### config.mk
export PLATFORM = sky130hd
export DESIGN_NAME = serial_cmd_port
export DESIGN_NICKNAME = d
export VERILOG_FILES = /design/src/rtl/cmdp_pkg.sv /design/src/rtl/cmdp_edge_sync.sv /design/src/rtl/cmdp_frame_rx.sv /design/src/rtl/cmdp_key_tx.sv /design/src/rtl/cmdp_image_regs.sv /design/src/rtl/serial_cmd_port.sv
export SDC_FILE = /design/constraint.sdc
export NUM_CORES = 1
export LEC_CHECK = 0
export BUFFER_PORTS_ARGS = -buffer_cell sky130_fd_sc_hd__buf_2
export CAP_MARGIN = 20
export CORE_MARGIN = 2
export CORE_UTILIZATION = 55
export DETAILED_ROUTE_END_ITERATION = 16
export PLACE_DENSITY = 0.75
export SLEW_MARGIN = 20
export SYNTH_ARGS = -nofsm -noshare
export SYNTH_HDL_FRONTEND = slang
export SYNTH_SLANG_ARGS = --single-unit
### constraint.sdc
create_clock -name clk -period 4.8 [get_ports clk]
set_input_delay 0 -clock clk [delete_from_list [all_inputs] [get_ports clk]]
set_output_delay 0 -clock clk [all_outputs]
set_load 0.03 [all_outputs]
### src/rtl/cmdp_pkg.sv
package cmdp_pkg;
  localparam int ADDR_W = 8;
  localparam logic [ADDR_W-1:0] ADDR_WRITE = 8'h42;
  localparam logic [ADDR_W-1:0] ADDR_READ  = 8'h43;
  localparam int CTRL_W = 9;
  localparam int DIR_W  = 2;

  // field order matches reception order, lowest bit received first
  typedef struct packed {
    logic       half_bias;
    logic       seg_off;
    logic [2:0] port_sel;
    logic [1:0] scan_sel;
    logic [1:0] sleep_sel;
  } ctrl_t;

  typedef enum logic [1:0] {M_IDLE, M_WRITE, M_READ, M_SKIP} mode_e;
endpackage

### src/rtl/cmdp_edge_sync.sv
module cmdp_edge_sync #(
  parameter int W      = 2,
  parameter int STAGES = 2
) (
  input  logic         clk,
  input  logic         rst_n,
  input  logic [W-1:0] d_i,
  output logic [W-1:0] lvl_o,
  output logic [W-1:0] rise_o,
  output logic [W-1:0] fall_o
);
  for (genvar g = 0; g < W; g++) begin : g_line
    logic [STAGES:0] sh_q;
    always_ff @(posedge clk or negedge rst_n) begin
      if (!rst_n) sh_q <= '0;
      else        sh_q <= {sh_q[STAGES-1:0], d_i[g]};
    end
    assign lvl_o[g]  = sh_q[STAGES-1];
    assign rise_o[g] = sh_q[STAGES-1] & ~sh_q[STAGES];
    assign fall_o[g] = ~sh_q[STAGES-1] & sh_q[STAGES];
  end
endmodule

### src/rtl/cmdp_frame_rx.sv
module cmdp_frame_rx
  import cmdp_pkg::*;
#(
  parameter int FRAME_BITS = 56
) (
  input  logic                  clk,
  input  logic                  rst_n,
  input  logic                  ce_i,
  input  logic                  ce_rise_i,
  input  logic                  ce_fall_i,
  input  logic                  sck_rise_i,
  input  logic                  sdi_i,
  output logic [FRAME_BITS-1:0] frame_o,
  output logic                  commit_a_o,
  output logic                  commit_b_o,
  output logic                  read_start_o,
  output logic                  read_active_o
);
  localparam int CNT_W = $clog2(FRAME_BITS + 2);
  localparam logic [CNT_W-1:0] CNT_FULL = CNT_W'(FRAME_BITS);
  localparam logic [CNT_W-1:0] CNT_OVER = CNT_W'(FRAME_BITS + 1);

  logic [ADDR_W-1:0]     addr_q;
  mode_e                 mode_q;
  logic [CNT_W-1:0]      cnt_q;
  logic [FRAME_BITS-1:0] buf_q;
  logic                  len_ok, dir_a, dir_b, take_bit;

  assign take_bit = (mode_q == M_WRITE) && sck_rise_i;
  assign len_ok   = (mode_q == M_WRITE) && (cnt_q == CNT_FULL);
  assign dir_a    = ~buf_q[FRAME_BITS-2] & ~buf_q[FRAME_BITS-1];
  assign dir_b    = ~buf_q[FRAME_BITS-2] &  buf_q[FRAME_BITS-1];

  // address: shift right so the first of the last eight bits lands in bit 0
  always_ff @(posedge clk or negedge rst_n) begin
    if (!rst_n)                addr_q <= '0;
    else if (!ce_i && sck_rise_i) addr_q <= {sdi_i, addr_q[ADDR_W-1:1]};
  end

  always_ff @(posedge clk or negedge rst_n) begin
    if (!rst_n) begin
      mode_q <= M_IDLE;
      cnt_q  <= '0;
    end else if (ce_rise_i) begin
      cnt_q <= '0;
      case (addr_q)
        ADDR_WRITE: mode_q <= M_WRITE;
        ADDR_READ:  mode_q <= M_READ;
        default:    mode_q <= M_SKIP;
      endcase
    end else if (ce_fall_i) begin
      mode_q <= M_IDLE;
    end else if (take_bit && cnt_q != CNT_OVER) begin
      cnt_q <= cnt_q + 1'b1;
    end
  end

  // holding register is not reset: content matters only with len_ok
  always_ff @(posedge clk) begin
    if (take_bit && cnt_q < CNT_FULL) buf_q[cnt_q] <= sdi_i;
  end

  always_ff @(posedge clk or negedge rst_n) begin
    if (!rst_n) begin
      commit_a_o <= 1'b0;
      commit_b_o <= 1'b0;
    end else begin
      commit_a_o <= ce_fall_i & len_ok & dir_a;
      commit_b_o <= ce_fall_i & len_ok & dir_b;
    end
  end

  assign frame_o       = buf_q;
  assign read_start_o  = ce_rise_i && (addr_q == ADDR_READ);
  assign read_active_o = (mode_q == M_READ);

  a_r3_cnt_bounded: assert property (@(posedge clk) disable iff (!rst_n)
    cnt_q <= CNT_OVER);
  a_r1_idle_while_low: assert property (@(posedge clk) disable iff (!rst_n)
    (!ce_i && $past(!ce_i)) |-> (mode_q == M_IDLE));
  a_r3_commit_on_fall: assert property (@(posedge clk) disable iff (!rst_n)
    (commit_a_o || commit_b_o) |-> (!ce_i && !$past(ce_i) && $past(ce_i, 2)));
endmodule

### src/rtl/cmdp_key_tx.sv
module cmdp_key_tx #(
  parameter int KEY_BITS = 30
) (
  input  logic                clk,
  input  logic                rst_n,
  input  logic                start_i,
  input  logic                active_i,
  input  logic                sck_rise_i,
  input  logic                sck_fall_i,
  input  logic                mute_i,
  input  logic                sleep_i,
  input  logic [KEY_BITS-1:0] keys_i,
  output logic                sdo_oe_n_o
);
  localparam int OUT_BITS = KEY_BITS + 1;
  localparam int CW       = $clog2(OUT_BITS + 1);

  logic [OUT_BITS-1:0] sh_q;
  logic [CW-1:0]       left_q;
  logic                armed_q, mute_q;

  always_ff @(posedge clk or negedge rst_n) begin
    if (!rst_n) begin
      sh_q    <= '0;
      left_q  <= '0;
      armed_q <= 1'b0;
      mute_q  <= 1'b1;
    end else if (start_i) begin
      sh_q    <= {sleep_i, keys_i};
      left_q  <= CW'(OUT_BITS);
      armed_q <= 1'b0;
      mute_q  <= mute_i;
    end else if (active_i) begin
      if (sck_rise_i) armed_q <= 1'b1;
      // a fall before any rise (clock resting high) keeps bit 1 on the line
      if (sck_fall_i && armed_q && left_q != '0) begin
        sh_q   <= sh_q >> 1;
        left_q <= left_q - 1'b1;
      end
    end
  end

  assign sdo_oe_n_o = ~(active_i & ~mute_q & (left_q != '0) & ~sh_q[0]);

  a_r9_advance_on_fall: assert property (@(posedge clk) disable iff (!rst_n)
    (left_q != $past(left_q) && !$past(start_i)) |-> $past(sck_fall_i));
  a_r9_released_when_done: assert property (@(posedge clk) disable iff (!rst_n)
    (left_q == '0) |-> sdo_oe_n_o);
endmodule

### src/rtl/cmdp_image_regs.sv
module cmdp_image_regs
  import cmdp_pkg::*;
#(
  parameter int FRAME_BITS = 56,
  parameter int DISP_A     = 39,
  parameter int DISP_B     = 36
) (
  input  logic                     clk,
  input  logic                     rst_n,
  input  logic                     commit_a_i,
  input  logic                     commit_b_i,
  input  logic [FRAME_BITS-1:0]    frame_i,
  output logic [DISP_A+DISP_B-1:0] disp_o,
  output ctrl_t                    ctrl_o,
  output logic                     sys_rst_o
);
  localparam int CTRL_LSB = FRAME_BITS - DIR_W - CTRL_W;

  logic [DISP_A+DISP_B-1:0] disp_q;
  ctrl_t                    ctrl_q;
  logic                     seen_a_q, seen_b_q, rst_q;
  logic                     unused_pad;

  assign unused_pad = ^frame_i[FRAME_BITS-1:DISP_A];

  // image and control are deliberately without reset
  always_ff @(posedge clk) begin
    if (commit_a_i) begin
      disp_q[DISP_A-1:0] <= frame_i[DISP_A-1:0];
      ctrl_q             <= ctrl_t'(frame_i[CTRL_LSB +: CTRL_W]);
    end
    if (commit_b_i) disp_q[DISP_A +: DISP_B] <= frame_i[DISP_B-1:0];
  end

  always_ff @(posedge clk or negedge rst_n) begin
    if (!rst_n) begin
      seen_a_q <= 1'b0;
      seen_b_q <= 1'b0;
      rst_q    <= 1'b1;
    end else begin
      if (commit_a_i) seen_a_q <= 1'b1;
      if (commit_b_i) seen_b_q <= 1'b1;
      if ((commit_a_i || commit_b_i) && (seen_a_q || commit_a_i) && (seen_b_q || commit_b_i))
        rst_q <= 1'b0;
    end
  end

  assign disp_o    = disp_q;
  assign ctrl_o    = ctrl_q;
  assign sys_rst_o = rst_q;

  a_r7_release_sticky: assert property (@(posedge clk) disable iff (!rst_n)
    !rst_q |=> !rst_q);
  a_r7_release_needs_both: assert property (@(posedge clk) disable iff (!rst_n)
    $fell(rst_q) |-> (seen_a_q && seen_b_q && $past(commit_a_i || commit_b_i)));
endmodule

### src/rtl/serial_cmd_port.sv
module serial_cmd_port
  import cmdp_pkg::*;
#(
  parameter int DISP_A_BITS = 39,
  parameter int DISP_B_BITS = 36,
  parameter int PAD_A_BITS  = 6,
  parameter int KEY_BITS    = 30,
  parameter int SYNC_STAGES = 2
) (
  input  logic                           clk,
  input  logic                           por_n,
  input  logic                           ce_i,
  input  logic                           sck_i,
  input  logic                           sdi_i,
  input  logic [KEY_BITS-1:0]            key_bits_i,
  output logic                           sdo_oe_n_o,
  output logic [DISP_A_BITS+DISP_B_BITS-1:0] disp_o,
  output logic [1:0]                     sleep_sel_o,
  output logic [1:0]                     scan_sel_o,
  output logic [2:0]                     port_sel_o,
  output logic                           seg_off_o,
  output logic                           half_bias_o,
  output logic                           sleep_o,
  output logic                           sys_rst_o
);
  localparam int FRAME_BITS = DISP_A_BITS + PAD_A_BITS + CTRL_W + DIR_W;

  logic [1:0] lvl, rise, fall;
  logic [SYNC_STAGES-1:0] sdi_sh;
  logic sdi_lvl;
  logic [FRAME_BITS-1:0] frame;
  logic commit_a, commit_b, rd_start, rd_active;
  ctrl_t ctrl;

  // line 0 is chip enable, line 1 the serial clock
  cmdp_edge_sync #(.W(2), .STAGES(SYNC_STAGES)) u_sync (
    .clk(clk), .rst_n(por_n), .d_i({sck_i, ce_i}),
    .lvl_o(lvl), .rise_o(rise), .fall_o(fall)
  );

  // data path gets the same depth so it lines up with the clock edge
  always_ff @(posedge clk or negedge por_n) begin
    if (!por_n) sdi_sh <= '0;
    else        sdi_sh <= {sdi_sh[SYNC_STAGES-2:0], sdi_i};
  end
  assign sdi_lvl = sdi_sh[SYNC_STAGES-1];

  cmdp_frame_rx #(.FRAME_BITS(FRAME_BITS)) u_rx (
    .clk(clk), .rst_n(por_n), .ce_i(lvl[0]), .ce_rise_i(rise[0]),
    .ce_fall_i(fall[0]), .sck_rise_i(rise[1]), .sdi_i(sdi_lvl),
    .frame_o(frame), .commit_a_o(commit_a), .commit_b_o(commit_b),
    .read_start_o(rd_start), .read_active_o(rd_active)
  );

  cmdp_image_regs #(.FRAME_BITS(FRAME_BITS), .DISP_A(DISP_A_BITS), .DISP_B(DISP_B_BITS)) u_img (
    .clk(clk), .rst_n(por_n), .commit_a_i(commit_a), .commit_b_i(commit_b),
    .frame_i(frame), .disp_o(disp_o), .ctrl_o(ctrl), .sys_rst_o(sys_rst_o)
  );

  cmdp_key_tx #(.KEY_BITS(KEY_BITS)) u_tx (
    .clk(clk), .rst_n(por_n), .start_i(rd_start), .active_i(rd_active),
    .sck_rise_i(rise[1]), .sck_fall_i(fall[1]), .mute_i(sys_rst_o),
    .sleep_i(sleep_o), .keys_i(key_bits_i), .sdo_oe_n_o(sdo_oe_n_o)
  );

  assign sleep_sel_o = ctrl.sleep_sel;
  assign scan_sel_o  = ctrl.scan_sel;
  assign port_sel_o  = ctrl.port_sel;
  assign seg_off_o   = ctrl.seg_off;
  assign half_bias_o = ctrl.half_bias;
  assign sleep_o     = |ctrl.sleep_sel;

  a_r2_one_half_per_commit: assert property (@(posedge clk) disable iff (!por_n)
    $onehot0({commit_a, commit_b}));
  a_r2_no_drive_outside_read: assert property (@(posedge clk) disable iff (!por_n)
    !sdo_oe_n_o |-> rd_active);
endmodule

# After elaboration in Yosys (flattened, before gate mapping)
# Cells that the tools add are included.
dict set report classes {
  addsub 2
  magnitude_cmp 3
  n_eq_ne 7
  mux 18
  bitwise 21
  n_reduce_logical 25
}
# op n
set op_table {}
lappend op_table {{two-way mux 31 bit} 3}
lappend op_table {{bitwise mux 56 bit} 1}
lappend op_table {{two-way mux 6 bit} 3}
lappend op_table {{equality test 8 x 7 -> 1 bit, second input constant} 2}
lappend op_table {{two-way mux 5 bit} 3}
lappend op_table {{AND 1 bit} 12}
lappend op_table {{logical AND 1 bit} 11}
lappend op_table {{nonzero test 2 bit} 5}
lappend op_table {{NOT 1 bit} 9}
lappend op_table {{less-than comparator 6 x 7 -> 1 bit, second input constant} 1}
lappend op_table {{adder 6 x 1 -> 6 bit, second input constant} 1}
lappend op_table {{demux 1 bit (select 6 bit)} 1}
lappend op_table {{equality test 6 bit, second input constant} 1}
lappend op_table {{>= comparator 6 x 1 -> 1 bit, second input constant} 1}
lappend op_table {{less-than comparator 6 bit, second input constant} 1}
lappend op_table {{!= test 6 bit, second input constant} 1}
lappend op_table {{AND reduction 2 bit} 3}
lappend op_table {{nonzero test 5 bit} 1}
lappend op_table {{subtractor 5 x 1 -> 5 bit, second input constant} 1}
lappend op_table {{two-way mux 1 bit} 4}
lappend op_table {{two-way mux 2 bit} 2}
lappend op_table {{case mux 2 bit (2 select lines)} 1}
lappend op_table {{logical OR 1 bit} 3}
lappend op_table {{equality test 2 x 1 -> 1 bit, second input constant} 1}
lappend op_table {{4 further kinds} 4}
dict set report totals {
  reg_bits 207
  in_bits 35
  output_inout_bits 87
  elab_cells 99
}

# Logic depth before layout (Yosys ltp)
dict set report logic_depth {
  depth_word 7
  depth_mapped 8
  depth_no_buf 6
}

# Modules after synthesis
# Synthesis repeated with hierarchy kept, for this count alone.
dict set report hier_totals {
  hier_cells 501
  hier_area_um2 7703.6
}
# mod n_inst cells_per_inst area_each_um2
set by_module_without_submodules {}
lappend by_module_without_submodules {cmdp_frame_rx 1 215 2950.3}
lappend by_module_without_submodules {cmdp_image_regs 1 91 2633.8}
lappend by_module_without_submodules {cmdp_key_tx 1 180 1863.0}
lappend by_module_without_submodules {cmdp_edge_sync 1 12 200.2}
lappend by_module_without_submodules {serial_cmd_port 1 3 56.3}

# Least setup slack after synthesis
# Ideal clock, no wire load.
dict set report synth_path {
  path_type {flip-flop to flip-flop}
  startpoint {register u_rx.addr_q[5]}
  endpoint {register u_tx.sh_q[21]}
  setup_ns 0.122
  arrival_ns 1.702
  required_time_ns 4.678
  slack_ns 2.976
  stages_incl_launch_ff 7
  path_buffers 2
  path_cell_list {dfrtp_1 > or4b_4 > or3_1 > buf_6 > buf_6 > nor2_1 > a21oi_1}
}
dict set report synth_between {
  elab_chain_len 4
}
# item line_no
set synth_lines {}
lappend synth_lines {{start, declared} cmdp_frame_rx.sv:23} ;# logic [ADDR_W-1:0] addr_q;
lappend synth_lines {{start signal, assigned} cmdp_frame_rx.sv:37} ;# else if (!ce_i && sck_rise_i) addr_q <= {sdi_i, addr_q[ADDR_W-1:1]};
lappend synth_lines {{equality test 8 x 7 -> 1 bit (*)} cmdp_frame_rx.sv:74} ;# assign read_start_o = ce_rise_i && (addr_q == ADDR_READ);
lappend synth_lines {{logical AND 1 bit (*)} cmdp_frame_rx.sv:74}
lappend synth_lines {{nonzero test 2 bit (no line)} --}
lappend synth_lines {{AND reduction 2 bit (no line)} --}
lappend synth_lines {{end signal, assigned} cmdp_key_tx.sv:29} ;# sh_q <= {sleep_i, keys_i};
lappend synth_lines {{end signal, assigned} cmdp_key_tx.sv:37} ;# sh_q <= sh_q >> 1;
lappend synth_lines {{end, declared} cmdp_key_tx.sv:18} ;# logic [OUT_BITS-1:0] sh_q;
# Mark *: on every way between the ends. The rest lies on a longest branch, timed or not.
# A chain may end at the register's enable or synchronous reset.

# Worst setup path in the final report
dict set report layout_path {
  startpoint {register u_tx.left_q[0]}
  endpoint {register u_tx.sh_q[29]}
}
dict set report layout_between {
  elab_chain_len 4
}
# item line_no
set layout_lines {}
lappend layout_lines {{start, declared} cmdp_key_tx.sv:19} ;# logic [CW-1:0] left_q;
lappend layout_lines {{start signal, assigned} cmdp_key_tx.sv:30} ;# left_q <= CW'(OUT_BITS);
lappend layout_lines {{start signal, assigned} cmdp_key_tx.sv:38} ;# left_q <= left_q - 1'b1;
lappend layout_lines {{nonzero test 5 bit} cmdp_key_tx.sv:36} ;# if (sck_fall_i && armed_q && left_q != '0) begin
lappend layout_lines {{logical AND 1 bit} cmdp_key_tx.sv:36}
lappend layout_lines {{nonzero test 2 bit (no line)} --}
lappend layout_lines {{AND reduction 2 bit (no line)} --}
# Every way passes these cells.

==> flow_summary.ini <==
[global_routing]
grt_pass1_vias = 4272
gr-usage-met1_pct = 24.8
grt_max_degree = 68
overflow = 0
grt_pass1_wl_um = 21000
track_usage_pct = 18.2
busiest_layer = met2
met3_usage_pct = 2.71
antenna_found_initial = 0
use_met2_pct = 30.8

[sta]
max_slew_margin_pct = 31.0
max_freq_mhz = 383
tightest_slew_ns = 1.04
finalSetupTns_ns = 0
min_period_ns = 2.61
hold_viol_final = 0
slew_violations = 0
rsz0062_at_grt = false
finClkSkew_ns = 0.0109
setup_violations = 0
setup_slack_ns = 2.19
fin_crit_sh_pct = 54.5

[synthesis]
synth_edf_count = 134
yosysWarnings = 0
synth_area_sq_um = 7350
async_reset_ff_share_pct = 33.3
syn_area_per_cell_sq_um = 14.2
yosysTopAreaCellShare_pct = 54.8
seq_area_frac_synth_pct = 77.6
synth_top_area_cell = edfxtp_1
ys.flop_type = edfxtp_1
synthCells = 516
synth_fp_nets = 557
synth_cell_types = 48
ys_seq_elements = 201
synthTopCellsByArea = edfxtp_1 55%, dfrtp_1 22%, nor2_1 4.6%

[setup_path]
regToRegSetupSlack_ns = 2.19
setup.worst_path.class = flop to flop
cp-end-kind = flop
r2r_cells = 6
arrival_ns = 3.02
regToRegEndpoint = u_tx.sh_q[29]
cp.required_ns = 5.20
startpoint_type = flop
cp_max_fo = 32
rr_startpoint = u_tx.left_q[0]

[detailed_routing]
post_drt_wl_per_cell_um = 14.9
drc_errors = 0
wl_um = 12900
viasPerCell = 5.19
drtAntennaViolNets = 0
via_count = 4490
drt_iter0_markers = 276
dr.pass1.iters = 5

[layout]
layout_common_cells = 134 x edfxtp_1, 121 x buf_2, 90 x nor2_1, 64 x dfrtp_1, 61 x a21oi_1
nNetsFinal = 716
final_area_sq_um = 9050
final_common_cell = edfxtp_1
utilization_pct = 68.9
areaGrowthSynthToFinish_pct = 23.2
drive_gt1_share_pct = 25.4
diodes = 0

[clock_tree]
htreeDepth = 1
ctsResizeCount = 0
clockBufferDepth = 3
clkTransAtPathRegs_ns = 0.06
clkSinkCount = 201
clk_latency_ns = 0.48
cts_tree = yes
numCtsBuffers = 20
cts-root-buf = clkbuf_16

[die]
start_util_pct = 55.9
die_w_um = 120
ios = 122
fp.coreArea_sq_um = 13100
rows = 42
chipHeight_um = 120
die_area_sq_um = 14300

[power_and_ir_drop]
ir_drop_v = 0.000269
leakage_uw = 0.00358
power.total_uw = 3490
powerDensity_nw_per_um2 = 386

[placement]
dp_slack_ns = 2.15
place_area_sq_um = 8110
post-dp-hpwl_um = 7960
gp_congestion = 0.868
io_buffers = 121

[worst_hold_path]
min_from = sdi_i
whs_endpoint = sdi_sh[0]
hold_path_depth = 2
worstHoldPathType = primary input to flop

[job]
maxCapViolCount = 0

[outcome]
status = complete, no violations
[where the power goes]
group	internal, uW	switching (uW)
clock	804	606
sequential	1890	38.3
combinational	78.3	70.2
total	2770	715
[layer usage]
metal  share of wire (%)  vias to the layer above
li1                    -                     2156
met1                  43                     2153
met2                  50                      162
met3                 5.0                       19
met4                 1.8                        0
met5                   0                        -
[flip-flops by register name, indices dropped and copies added, names as in the netlist]
| signal | cells |
|---|---|
| u_rx.frame_o | 50 |
| u_tx.mute_q | 1 |
| u_rx.commit_b_o | 1 |
| u_rx.mode_q | 2 |
| u_img.seen_b_q | 1 |
| u_rx.cnt_q | 6 |
| u_img.seen_a_q | 1 |
| u_img.sys_rst_o | 1 |
| u_rx.addr_q | 8 |
| u_tx.left_q | 5 |
| u_rx.commit_a_o | 1 |
| u_img.disp_o | 75 |
| u_tx.armed_q | 1 |
| u_sync.g_line.sh_q | 6 |
| u_tx.sh_q | 31 |
| u_img.ctrl_o | 9 |
| sdi_sh | 2 |
[timing repair]
| item | 4_1_cts | 5_1_grt |
|---|---|---|
| endpoints found under the hold margin | 98 | 0 |
| setup buffers | 0 | 0 |
| hold buffers | 34 | 0 |
| setup endpoints to repair | 0 | 0 |
[worst max-delay path: stages (launching register included)]
cell	delay [ns]
dfrtp_1	0.41
inv_1	0.07
ha_1	0.19
nor4b_1	0.61
or3_1	0.90
nand2_1	0.15
a31oi_1	0.21
[cell usage after synthesis, types with 3 or more instances]
| master | n |
|---|---|
| o31ai_1 | 3 |
| clkbuf_1 | 10 |
| or3_1 | 4 |
| or2_2 | 4 |
| inv_1 | 11 |
| buf_6 | 4 |
| nor2_1 | 90 |
| dfrtp_1 | 65 |
| nand3_1 | 5 |
| a21oi_1 | 61 |
| ha_1 | 6 |
| nand3b_1 | 3 |
| nand2b_1 | 3 |
| mux2_2 | 8 |
| o21ai_0 | 6 |
| buf_2 | 6 |
| a21o_1 | 3 |
| nand2_1 | 50 |
| buf_1 | 3 |
| edfxtp_1 | 134 |
| o211ai_1 | 4 |
[stage by stage]
stage          hold slack [ns]  cells
2_1_floorplan           -0.296    516
3_3_place_gp             0.110    793
3_5_place_dp             0.111    795
4_1_cts                  0.141    865
5_1_grt                  0.152    865
6_report                 0.154    865
[logic make-up after synthesis]
group           share of synthesized area (%)
flops                                    77.6
simple gates                             11.2
compound gates                           6.52
buf+inv                                  2.25
mux                                      1.23
fa+ha+maj                                1.02
xor+xnor                                0.119
[layout make-up]
| type | instances | area [sq um] |
|---|---|---|
| multi-input combinational | 281 | 1490 |
| timing repair buffer | 160 | 998 |
| clock buffer | 25 | 541 |
| inverter | 11 | 41.3 |
| fill | 924 | 4090 |
| sequential | 201 | 5710 |
| clock inverter | 11 | 60.1 |
| tap | 176 | 220 |
[how the worst max path moves through the flow]
stage	cells after the start	end	slack (ns)	from
2_1_floorplan	6	u_tx.sh_q[21]	2.98	u_rx.addr_q[5]
3_3_place_gp	6	u_tx.sh_q[29]	2.36	u_tx.left_q[0]
3_5_place_dp	6	u_tx.sh_q[29]	2.15	u_tx.left_q[0]
4_1_cts	6	u_tx.sh_q[29]	2.17	u_tx.left_q[0]
5_1_grt	6	u_tx.sh_q[29]	1.94	u_tx.left_q[0]
6_report	6	u_tx.sh_q[29]	2.19	u_tx.left_q[0]
(Power assumes the default switching activity.)
